[src/rtl/spi_meas_pkg.sv]
package spi_meas_pkg;
  localparam int ADDR_W = 16;
  localparam int BYTE_W = 8;

  typedef logic [ADDR_W-1:0] addr_t;
  typedef logic [BYTE_W-1:0] byte_t;

  localparam addr_t A_CFG0   = 16'h0000;
  localparam addr_t A_CFG1   = 16'h0001;
  localparam addr_t A_REV    = 16'h0006;
  localparam addr_t A_ID_LO  = 16'h000C;
  localparam addr_t A_ID_HI  = 16'h000D;
  localparam addr_t A_COMMIT = 16'h000F;
  localparam addr_t A_CTRL   = 16'h0100;
  localparam addr_t A_STAT   = 16'h0103;
  localparam addr_t A_V_LO   = 16'h0200;
  localparam addr_t A_V_HI   = 16'h0201;
  localparam addr_t A_I_LO   = 16'h0202;
  localparam addr_t A_I_HI   = 16'h0203;

  localparam byte_t CFG0_RST = 8'h99;

  // progress of a descending read through the four result bytes
  typedef enum logic [1:0] {TRK_NONE, TRK_HAVE3, TRK_HAVE2, TRK_HAVE1} trk_e;
endpackage

[src/rtl/spi_edge_sync.sv]
module spi_edge_sync #(
  parameter int SYNC = 2
) (
  input  logic clk,
  input  logic rst,
  input  logic sclk,
  input  logic cs_n,
  input  logic mosi,
  output logic sclk_rise,
  output logic sclk_fall,
  output logic sel,
  output logic mosi_s
);
  logic [SYNC:0]   sclk_p;
  logic [SYNC-1:0] cs_p;
  logic [SYNC-1:0] mosi_p;

  always_ff @(posedge clk) begin
    if (rst) begin
      sclk_p <= '0;
      cs_p   <= '1;
      mosi_p <= '0;
    end else begin
      sclk_p <= {sclk_p[SYNC-1:0], sclk};
      cs_p   <= {cs_p[SYNC-2:0], cs_n};
      mosi_p <= {mosi_p[SYNC-2:0], mosi};
    end
  end

  assign sclk_rise = sclk_p[SYNC-1] & ~sclk_p[SYNC];
  assign sclk_fall = ~sclk_p[SYNC-1] & sclk_p[SYNC];
  assign sel       = ~cs_p[SYNC-1];
  assign mosi_s    = mosi_p[SYNC-1];
endmodule

[src/rtl/spi_frame_shifter.sv]
module spi_frame_shifter
  import spi_meas_pkg::*;
#(
  parameter int CMD_W = ADDR_W
) (
  input  logic             clk,
  input  logic             rst,
  input  logic             sel,
  input  logic             rise,
  input  logic             fall,
  input  logic             mosi_s,
  input  logic             ld_en,
  input  byte_t            ld_byte,
  output logic             cmd_stb,
  output logic [CMD_W-1:0] cmd_word,
  output logic             byte_stb,
  output byte_t            byte_word,
  output logic             miso
);
  localparam int CNT_W = $clog2(CMD_W);

  logic             in_cmd;
  logic [CNT_W-1:0] cnt;
  logic [CMD_W-1:0] rx;
  byte_t            tx;
  logic [CMD_W-1:0] rx_nxt;

  assign rx_nxt = {rx[CMD_W-2:0], mosi_s};

  always_ff @(posedge clk) begin
    if (rst || !sel) begin
      in_cmd    <= 1'b1;
      cnt       <= '0;
      rx        <= '0;
      tx        <= '0;
      cmd_stb   <= 1'b0;
      byte_stb  <= 1'b0;
      miso      <= 1'b0;
      if (rst) begin
        cmd_word  <= '0;
        byte_word <= '0;
      end
    end else begin
      cmd_stb  <= 1'b0;
      byte_stb <= 1'b0;
      if (rise) begin
        rx <= rx_nxt;
        if (in_cmd && cnt == CNT_W'(CMD_W-1)) begin
          cmd_stb  <= 1'b1;
          cmd_word <= rx_nxt;
          in_cmd   <= 1'b0;
          cnt      <= '0;
        end else if (!in_cmd && cnt == CNT_W'(BYTE_W-1)) begin
          byte_stb  <= 1'b1;
          byte_word <= rx_nxt[BYTE_W-1:0];
          cnt       <= '0;
        end else begin
          cnt <= cnt + 1'b1;
        end
      end
      if (ld_en) begin
        tx <= ld_byte;
      end else if (fall && !in_cmd) begin
        miso <= tx[BYTE_W-1];
        tx   <= {tx[BYTE_W-2:0], 1'b0};
      end
    end
  end
endmodule

[src/rtl/spi_meas_regs.sv]
module spi_meas_regs
  import spi_meas_pkg::*;
#(
  parameter int    SMP_W     = 12,
  parameter int    READY_CYC = 256,
  parameter byte_t CHIP_REV  = 8'h01,
  parameter byte_t ID_LO     = 8'h51,
  parameter byte_t ID_HI     = 8'h04
) (
  input  logic             clk,
  input  logic             rst,
  input  logic             sel,
  input  logic             cmd_stb,
  input  addr_t            cmd_word,
  input  logic             byte_stb,
  input  byte_t            byte_word,
  input  logic [SMP_W-1:0] src_v,
  input  logic [SMP_W-1:0] src_i,
  output logic             ld_en,
  output byte_t            ld_byte,
  output logic             smp_take,
  output logic             sw_rst,
  output logic             status_ok,
  output logic [SMP_W-1:0] volt_q,
  output logic [SMP_W-1:0] curr_q,
  output byte_t            cfg_a,
  output byte_t            cfg_b
);
  localparam int RDY_W = $clog2(READY_CYC + 1);

  logic             is_rd;
  addr_t            ptr;
  addr_t            nxt_addr;
  byte_t            rd_val;
  byte_t            commit_q;
  byte_t            ctrl_q;
  logic             wr_hit;
  logic [RDY_W-1:0] rdy_cnt;
  trk_e             trk;

  assign wr_hit    = byte_stb && !is_rd;
  assign sw_rst    = wr_hit && ptr == A_CTRL && byte_word[0];
  assign smp_take  = byte_stb && is_rd && ptr == A_V_LO && trk == TRK_HAVE1;
  assign status_ok = (rdy_cnt == RDY_W'(READY_CYC));
  assign nxt_addr  = cmd_stb ? {1'b0, cmd_word[ADDR_W-2:0]} : ptr - 1'b1;

  always_comb begin
    case (nxt_addr)
      A_CFG0:   rd_val = cfg_a;
      A_CFG1:   rd_val = cfg_b;
      A_REV:    rd_val = CHIP_REV;
      A_ID_LO:  rd_val = ID_LO;
      A_ID_HI:  rd_val = ID_HI;
      A_COMMIT: rd_val = commit_q;
      A_CTRL:   rd_val = ctrl_q;
      A_STAT:   rd_val = {{(BYTE_W-1){1'b0}}, status_ok};
      A_V_LO:   rd_val = byte_t'(volt_q);
      A_V_HI:   rd_val = byte_t'(volt_q >> BYTE_W);
      A_I_LO:   rd_val = byte_t'(curr_q);
      A_I_HI:   rd_val = byte_t'(curr_q >> BYTE_W);
      default:  rd_val = '0;
    endcase
  end

  // command decode, pointer and prefetch of the next outgoing byte
  always_ff @(posedge clk) begin
    if (rst) begin
      is_rd   <= 1'b0;
      ptr     <= '0;
      ld_en   <= 1'b0;
      ld_byte <= '0;
    end else begin
      ld_en   <= cmd_stb || byte_stb;
      ld_byte <= rd_val;
      if (cmd_stb) begin
        is_rd <= cmd_word[ADDR_W-1];
        ptr   <= nxt_addr;
      end else if (byte_stb) begin
        ptr <= nxt_addr;
      end
    end
  end

  always_ff @(posedge clk) begin
    if (rst) begin
      cfg_a    <= CFG0_RST;
      cfg_b    <= '0;
      commit_q <= '0;
      ctrl_q   <= '0;
    end else if (sw_rst) begin
      commit_q <= '0;
      ctrl_q   <= '0;
    end else if (wr_hit) begin
      case (ptr)
        A_CFG0:   cfg_a    <= byte_word;
        A_CFG1:   cfg_b    <= byte_word;
        A_COMMIT: commit_q <= byte_word;
        A_CTRL:   ctrl_q   <= byte_word;
        default:  ;
      endcase
    end
  end

  always_ff @(posedge clk) begin
    if (rst || sw_rst) begin
      rdy_cnt <= '0;
    end else if (!status_ok) begin
      rdy_cnt <= rdy_cnt + 1'b1;
    end
  end

  always_ff @(posedge clk) begin
    if (rst || sw_rst || !sel) begin
      trk <= TRK_NONE;
    end else if (byte_stb && is_rd) begin
      case (ptr)
        A_I_HI:  trk <= TRK_HAVE3;
        A_I_LO:  trk <= (trk == TRK_HAVE3) ? TRK_HAVE2 : TRK_NONE;
        A_V_HI:  trk <= (trk == TRK_HAVE2) ? TRK_HAVE1 : TRK_NONE;
        default: trk <= TRK_NONE;
      endcase
    end
  end

  always_ff @(posedge clk) begin
    if (rst || sw_rst) begin
      volt_q <= '0;
      curr_q <= '0;
    end else if (smp_take) begin
      volt_q <= src_v;
      curr_q <= src_i;
    end
  end
endmodule

[src/rtl/spi_meas_target.sv]
module spi_meas_target
  import spi_meas_pkg::*;
#(
  parameter int    SYNC_STAGES = 2,
  parameter int    SMP_W       = 12,
  parameter int    READY_CYC   = 256,
  parameter byte_t CHIP_REV    = 8'h01,
  parameter byte_t ID_LO       = 8'h51,
  parameter byte_t ID_HI       = 8'h04
) (
  input  logic             clk,
  input  logic             rst,
  input  logic             spi_sclk,
  input  logic             spi_cs_n,
  input  logic             spi_mosi,
  output logic             spi_miso,
  input  logic [SMP_W-1:0] smp_volt,
  input  logic [SMP_W-1:0] smp_curr
);
  logic             rise, fall, sel, mosi_s;
  logic             cmd_stb, byte_stb, ld_en;
  addr_t            cmd_word;
  byte_t            byte_word, ld_byte;
  logic             smp_take, sw_rst, status_ok;
  logic [SMP_W-1:0] volt_q, curr_q;
  byte_t            cfg_a, cfg_b;

  spi_edge_sync #(.SYNC(SYNC_STAGES)) u_sync (
    .clk(clk), .rst(rst), .sclk(spi_sclk), .cs_n(spi_cs_n), .mosi(spi_mosi),
    .sclk_rise(rise), .sclk_fall(fall), .sel(sel), .mosi_s(mosi_s)
  );

  spi_frame_shifter #(.CMD_W(ADDR_W)) u_shift (
    .clk(clk), .rst(rst), .sel(sel), .rise(rise), .fall(fall),
    .mosi_s(mosi_s), .ld_en(ld_en), .ld_byte(ld_byte),
    .cmd_stb(cmd_stb), .cmd_word(cmd_word), .byte_stb(byte_stb),
    .byte_word(byte_word), .miso(spi_miso)
  );

  spi_meas_regs #(
    .SMP_W(SMP_W), .READY_CYC(READY_CYC), .CHIP_REV(CHIP_REV),
    .ID_LO(ID_LO), .ID_HI(ID_HI)
  ) u_regs (
    .clk(clk), .rst(rst), .sel(sel), .cmd_stb(cmd_stb), .cmd_word(cmd_word),
    .byte_stb(byte_stb), .byte_word(byte_word), .src_v(smp_volt),
    .src_i(smp_curr), .ld_en(ld_en), .ld_byte(ld_byte),
    .smp_take(smp_take), .sw_rst(sw_rst), .status_ok(status_ok),
    .volt_q(volt_q), .curr_q(curr_q), .cfg_a(cfg_a), .cfg_b(cfg_b)
  );
endmodule

[config.mk]
export PLATFORM = sky130hd
export DESIGN_NAME = spi_meas_target
export DESIGN_NICKNAME = d
export VERILOG_FILES = /design/src/rtl/spi_meas_pkg.sv /design/src/rtl/spi_edge_sync.sv /design/src/rtl/spi_frame_shifter.sv /design/src/rtl/spi_meas_regs.sv /design/src/rtl/spi_meas_target.sv
export SDC_FILE = /design/constraint.sdc
export NUM_CORES = 1
export LEC_CHECK = 0
export BUFFER_PORTS_ARGS = -buffer_cell sky130_fd_sc_hd__buf_4
export CORE_AREA = 4 4 111 113
export CTS_BUF_LIST = sky130_fd_sc_hd__clkbuf_8
export DETAILED_ROUTE_END_ITERATION = 6
export DIE_AREA = 0 0 115 117
export PLACE_DENSITY = 0.81
export SYNTH_ARGS = -nofsm -noshare
export SYNTH_HDL_FRONTEND = slang
export SYNTH_SLANG_ARGS = --single-unit
[constraint.sdc]
create_clock -name clk -period 3.9 [get_ports clk]
set_input_delay 0.975 -clock clk [delete_from_list [all_inputs] [get_ports clk]]
set_output_delay 0.975 -clock clk [all_outputs]
set_load 0.03 [all_outputs]
==> results by group <==
Outcome
  • Run status: completed

STA
  • Fin. Hold Viols: 0
  • Slew margin rel.: 23.3%
  • Fmax achieved: ~0.28 GHz
  • Min Clock Period, post-route: about 3500 ps
  • TNS Setup: 0 ps
  • Worst slew pin tran: between 1000 and 1500 ps
  • Post-route clock skew: around 8.7 ps
  • Slew Viols, Final: 0
  • RSZ-0062 raised after global routing: no
  • Final setup violation count: 0
  • Final worst path period share: 90.2%

Hold path
  • Hold EP: u_sync.cs_p[1]$_SDFF_PP1_
  • Worst hold path type: flip-flop to flip-flop
  • Worst Hold Depth: 1
  • Min-delay src: u_sync.cs_p[0]$_SDFF_PP1_

Cells and area
  • Seq. cell area: ~3300 µm²
  • Filler cells: around 920
  • Most frequent cells in the layout: nand2_1, dfxtp_1, nor2_1, a21oi_1, mux2i_1
  • Area of the multi-input gates: 3560 µm²
  • ANT cells: 0
  • Final Non-Filler Cells: 986
  • Most common cell after layout, fill and taps aside: nand2_1
  • Nets: approximately 870
  • Share of layout cells above drive strength 1: between 10% and 20%
  • P&R area growth vs syn: 9.81%

Synthesis
  • Distinct cells, synth: 71
  • Post-Synthesis Cell Area: 7130 µm²
  • Synth top area share: 36.8%
  • Cells after synthesis: 817
  • Seq cells post-synth: 155
  • Top post-synthesis cells by area: dfxtp_1, edfxtp_1, nand2_1
  • Prevailing post-synth register cell: dfxtp_1
  • Post-synth top area cell: dfxtp_1
  • Number of synthesized flops with an enable pin: 24
  • Syn_nets: 853
  • Post-synthesis sequential area ratio: 46.9%
  • Async S/R FF share, synth: 0%
  • Mean post-synth cell area: 8.73 µm²
  • Syn. warnings: 0

Power and ir drop
  • Gate power share: between 2 and 2.5%
  • Flop pwr share: 57.1%
  • PD cells: 369 nW/µm²
  • Clock power frac: 40.5%
  • Sw Pwr: 654 µW
  • Static leakage: 0.00296 µW
  • Power Internal: around 2200 µW
  • Peak supply drop: 0.000351 V
  • Sw frac: between 20% and 30%

Flow run
  • Max cap viols: 0

Placed design
  • Final Wtd Congestion: roughly 0.94
  • Inst Count DP: 954
  • Port-buffer cells: 29
  • Dpl hpwl: approximately 13,000 µm

Routing
  • DR iter-0 viols: 542
  • DRC viols: 0
  • Pre-antenna DRT Iters: 5
  • Post-DRT Antenna Nets: 0
  • Final WL: between 15,000 and 20,000 µm
  • WL per Instance: 17.7 µm
  • Routed vias/inst: 6.00
  • Via count: 5,917

Worst setup path
  • Worst reg2reg endpoint: u_regs.ld_byte[4]$_SDFF_PP0_
  • Required time worst endpoint: 4260 ps
  • CP Class: flip-flop to flip-flop
  • Crit path DAT: 3880 ps
  • Worst-path maximum fanout: 10
  • Crit end category: flip-flop
  • Worst R2R Start: u_regs.ptr[0]$_SDFFE_PP0P_
  • Register-to-Register Path Depth: 9
  • Slack of the worst reg-to-reg path: 380 ps
  • Critical Path Start Type: flip-flop

Global route
  • First-pass GRT wire length: 28,800 µm
  • Grt ovf: 0
  • Largest net degree at the start of global routing: 49
  • Total track usage: between 20% and 30%
  • Vias in the first global route: approximately 5,500
  • Initial antenna violation count: 1

Clock tree
  • TritonCTS clock tree: built
  • Clock Path Buffers: 2
  • Postcts setup bufs: 0
  • CTS sink count: 155
  • CTS Hold Bufs: 0
  • Worst-path clk slew: 80 ps
  • CTS buffer count: 17
  • H-tree level count: 4
  • Root buffer cell: clkbuf_8
  • Post-CTS resize count: 0
  • Worst skew pair latency: 460 ps

Die
  • Die area: 13,500 µm²
  • Core Area: 11,300 µm²
  • DIE HEIGHT: between 100 and 150 µm
  • Initial core utilization: a little over three fifths
  • Core Rows: 39
  • Horiz. Die Dim: 115 µm
  • Ports: 30
[synth_stat cells (all sizes together) (2+ instances only)]
master	count
nand2	152
dfxtp	131
nor2	102
a21oi	66
mux2i	44
clkbuf	36
edfxtp	24
nand3	24
and2	20
o21ai	18
xor2	16
nor3	14
nand4	13
buf	12
nor4	10
a31oi	8
inv	8
nor2b	8
or4	8
ha	7
or2	7
a32oi	6
and4	6
nor3b	6
or3	6
xnor2	6
a211oi	5
a41oi	5
and3	4
nand2b	4
o211ai	4
a21boi	3
a22o	3
nor4b	3
o41ai	3
a22oi	2
o211a	2
o311ai	2
o31ai	2
[flip-flops by register name, summed over array words and instances (netlist names), 3 cells and up]
name,flops
u_regs.volt_q,12
u_shift.tx,8
u_regs.ctrl_q,8
u_regs.cfg_a,8
u_shift.cmd_word,16
u_regs.commit_q,8
u_sync.sclk_p,3
u_regs.rdy_cnt,9
u_regs.curr_q,12
u_shift.byte_word,8
u_shift.cnt,4
u_shift.rx,15
u_regs.cfg_b,8
u_regs.ld_byte,8
u_regs.ptr,16
[through the flow]
stage	power, µW	utilization [%]	hold slack, ps	setup slack (ps)	cell area, µm²
2_1_floorplan	1710	-	389	815	7130
3_3_place_gp	1750	65.7	399	648	7440
3_5_place_dp	1750	65.7	405	507	7440
4_1_cts	2910	69.2	426	402	7830
5_1_grt	3000	69.2	454	108	7830
6_report	2890	69.2	424	382	7830
[worst max-delay path by stage]
stage | from | to | slack [ps] | cells past startpoint
floorplan | u_regs.ptr[0]$_SDFFE_PP0P_ | u_regs.ld_byte[0]$_SDFF_PP0_ | 810 | 11
global placement | u_regs.ptr[0]$_SDFFE_PP0P_ | u_regs.ld_byte[4]$_SDFF_PP0_ | 650 | 9
detailed placement | u_regs.ptr[0]$_SDFFE_PP0P_ | u_regs.ld_byte[4]$_SDFF_PP0_ | 510 | 9
CTS | u_regs.ptr[0]$_SDFFE_PP0P_ | u_regs.ld_byte[4]$_SDFF_PP0_ | 400 | 9
global route | u_regs.ptr[0]$_SDFFE_PP0P_ | u_regs.ld_byte[4]$_SDFF_PP0_ | 110 | 9
finish | u_regs.ptr[0]$_SDFFE_PP0P_ | u_regs.ld_byte[4]$_SDFF_PP0_ | 380 | 9
[routing by layer]
metal,up-vias,part of all wire [%],track usage (%)
met5,-,0.040,0
met4,2,2.1,9.78
li1,2893,-,-
met1,2806,46,39.8
met2,182,45,41.0
met3,34,6.6,6.27
[kinds of logic after synthesis]
kind of cell | synth area share (%)
AOI/OAI and AO/OA | 12.7
xor gates and xnor gates | 2.70
adders and majority gates | 1.23
buffers and inverters | 3.21
DFF | 46.9
muxes | 6.65
and+or+nand+nor | 26.6
[area by class of cell]
cell class              instances  share of cell area [%]
flip-flops and latches        155                    42.7
clock buffers                  17                    2.99
well taps                     143                    2.29
clock inverters                15                    1.93
repair buffers                 42                    4.19
multi-input cells             606                    45.5
inverters                       8                   0.384
[critical path, stage by stage, from the launching register on]
cell and delay, ps:
dfxtp_1 410, inv_1 150, ha_1 270, or3b_2 570, o311ai_0 350, and3_1 280
nand4_2 250, nor4_2 650, a32oi_1 210, a41oi_1 280
[power groups by stage]
stage          sequential (µW)  clock (µW)  combinational [µW]
2_1_floorplan             1680           0                35.5
3_3_place_gp              1680           0                67.1
3_5_place_dp              1680           0                69.4
4_1_cts                   1650        1190                69.9
5_1_grt                   1650        1270                78.3
6_report                  1650        1170                69.7
Power figures use the tool's default switching activity.
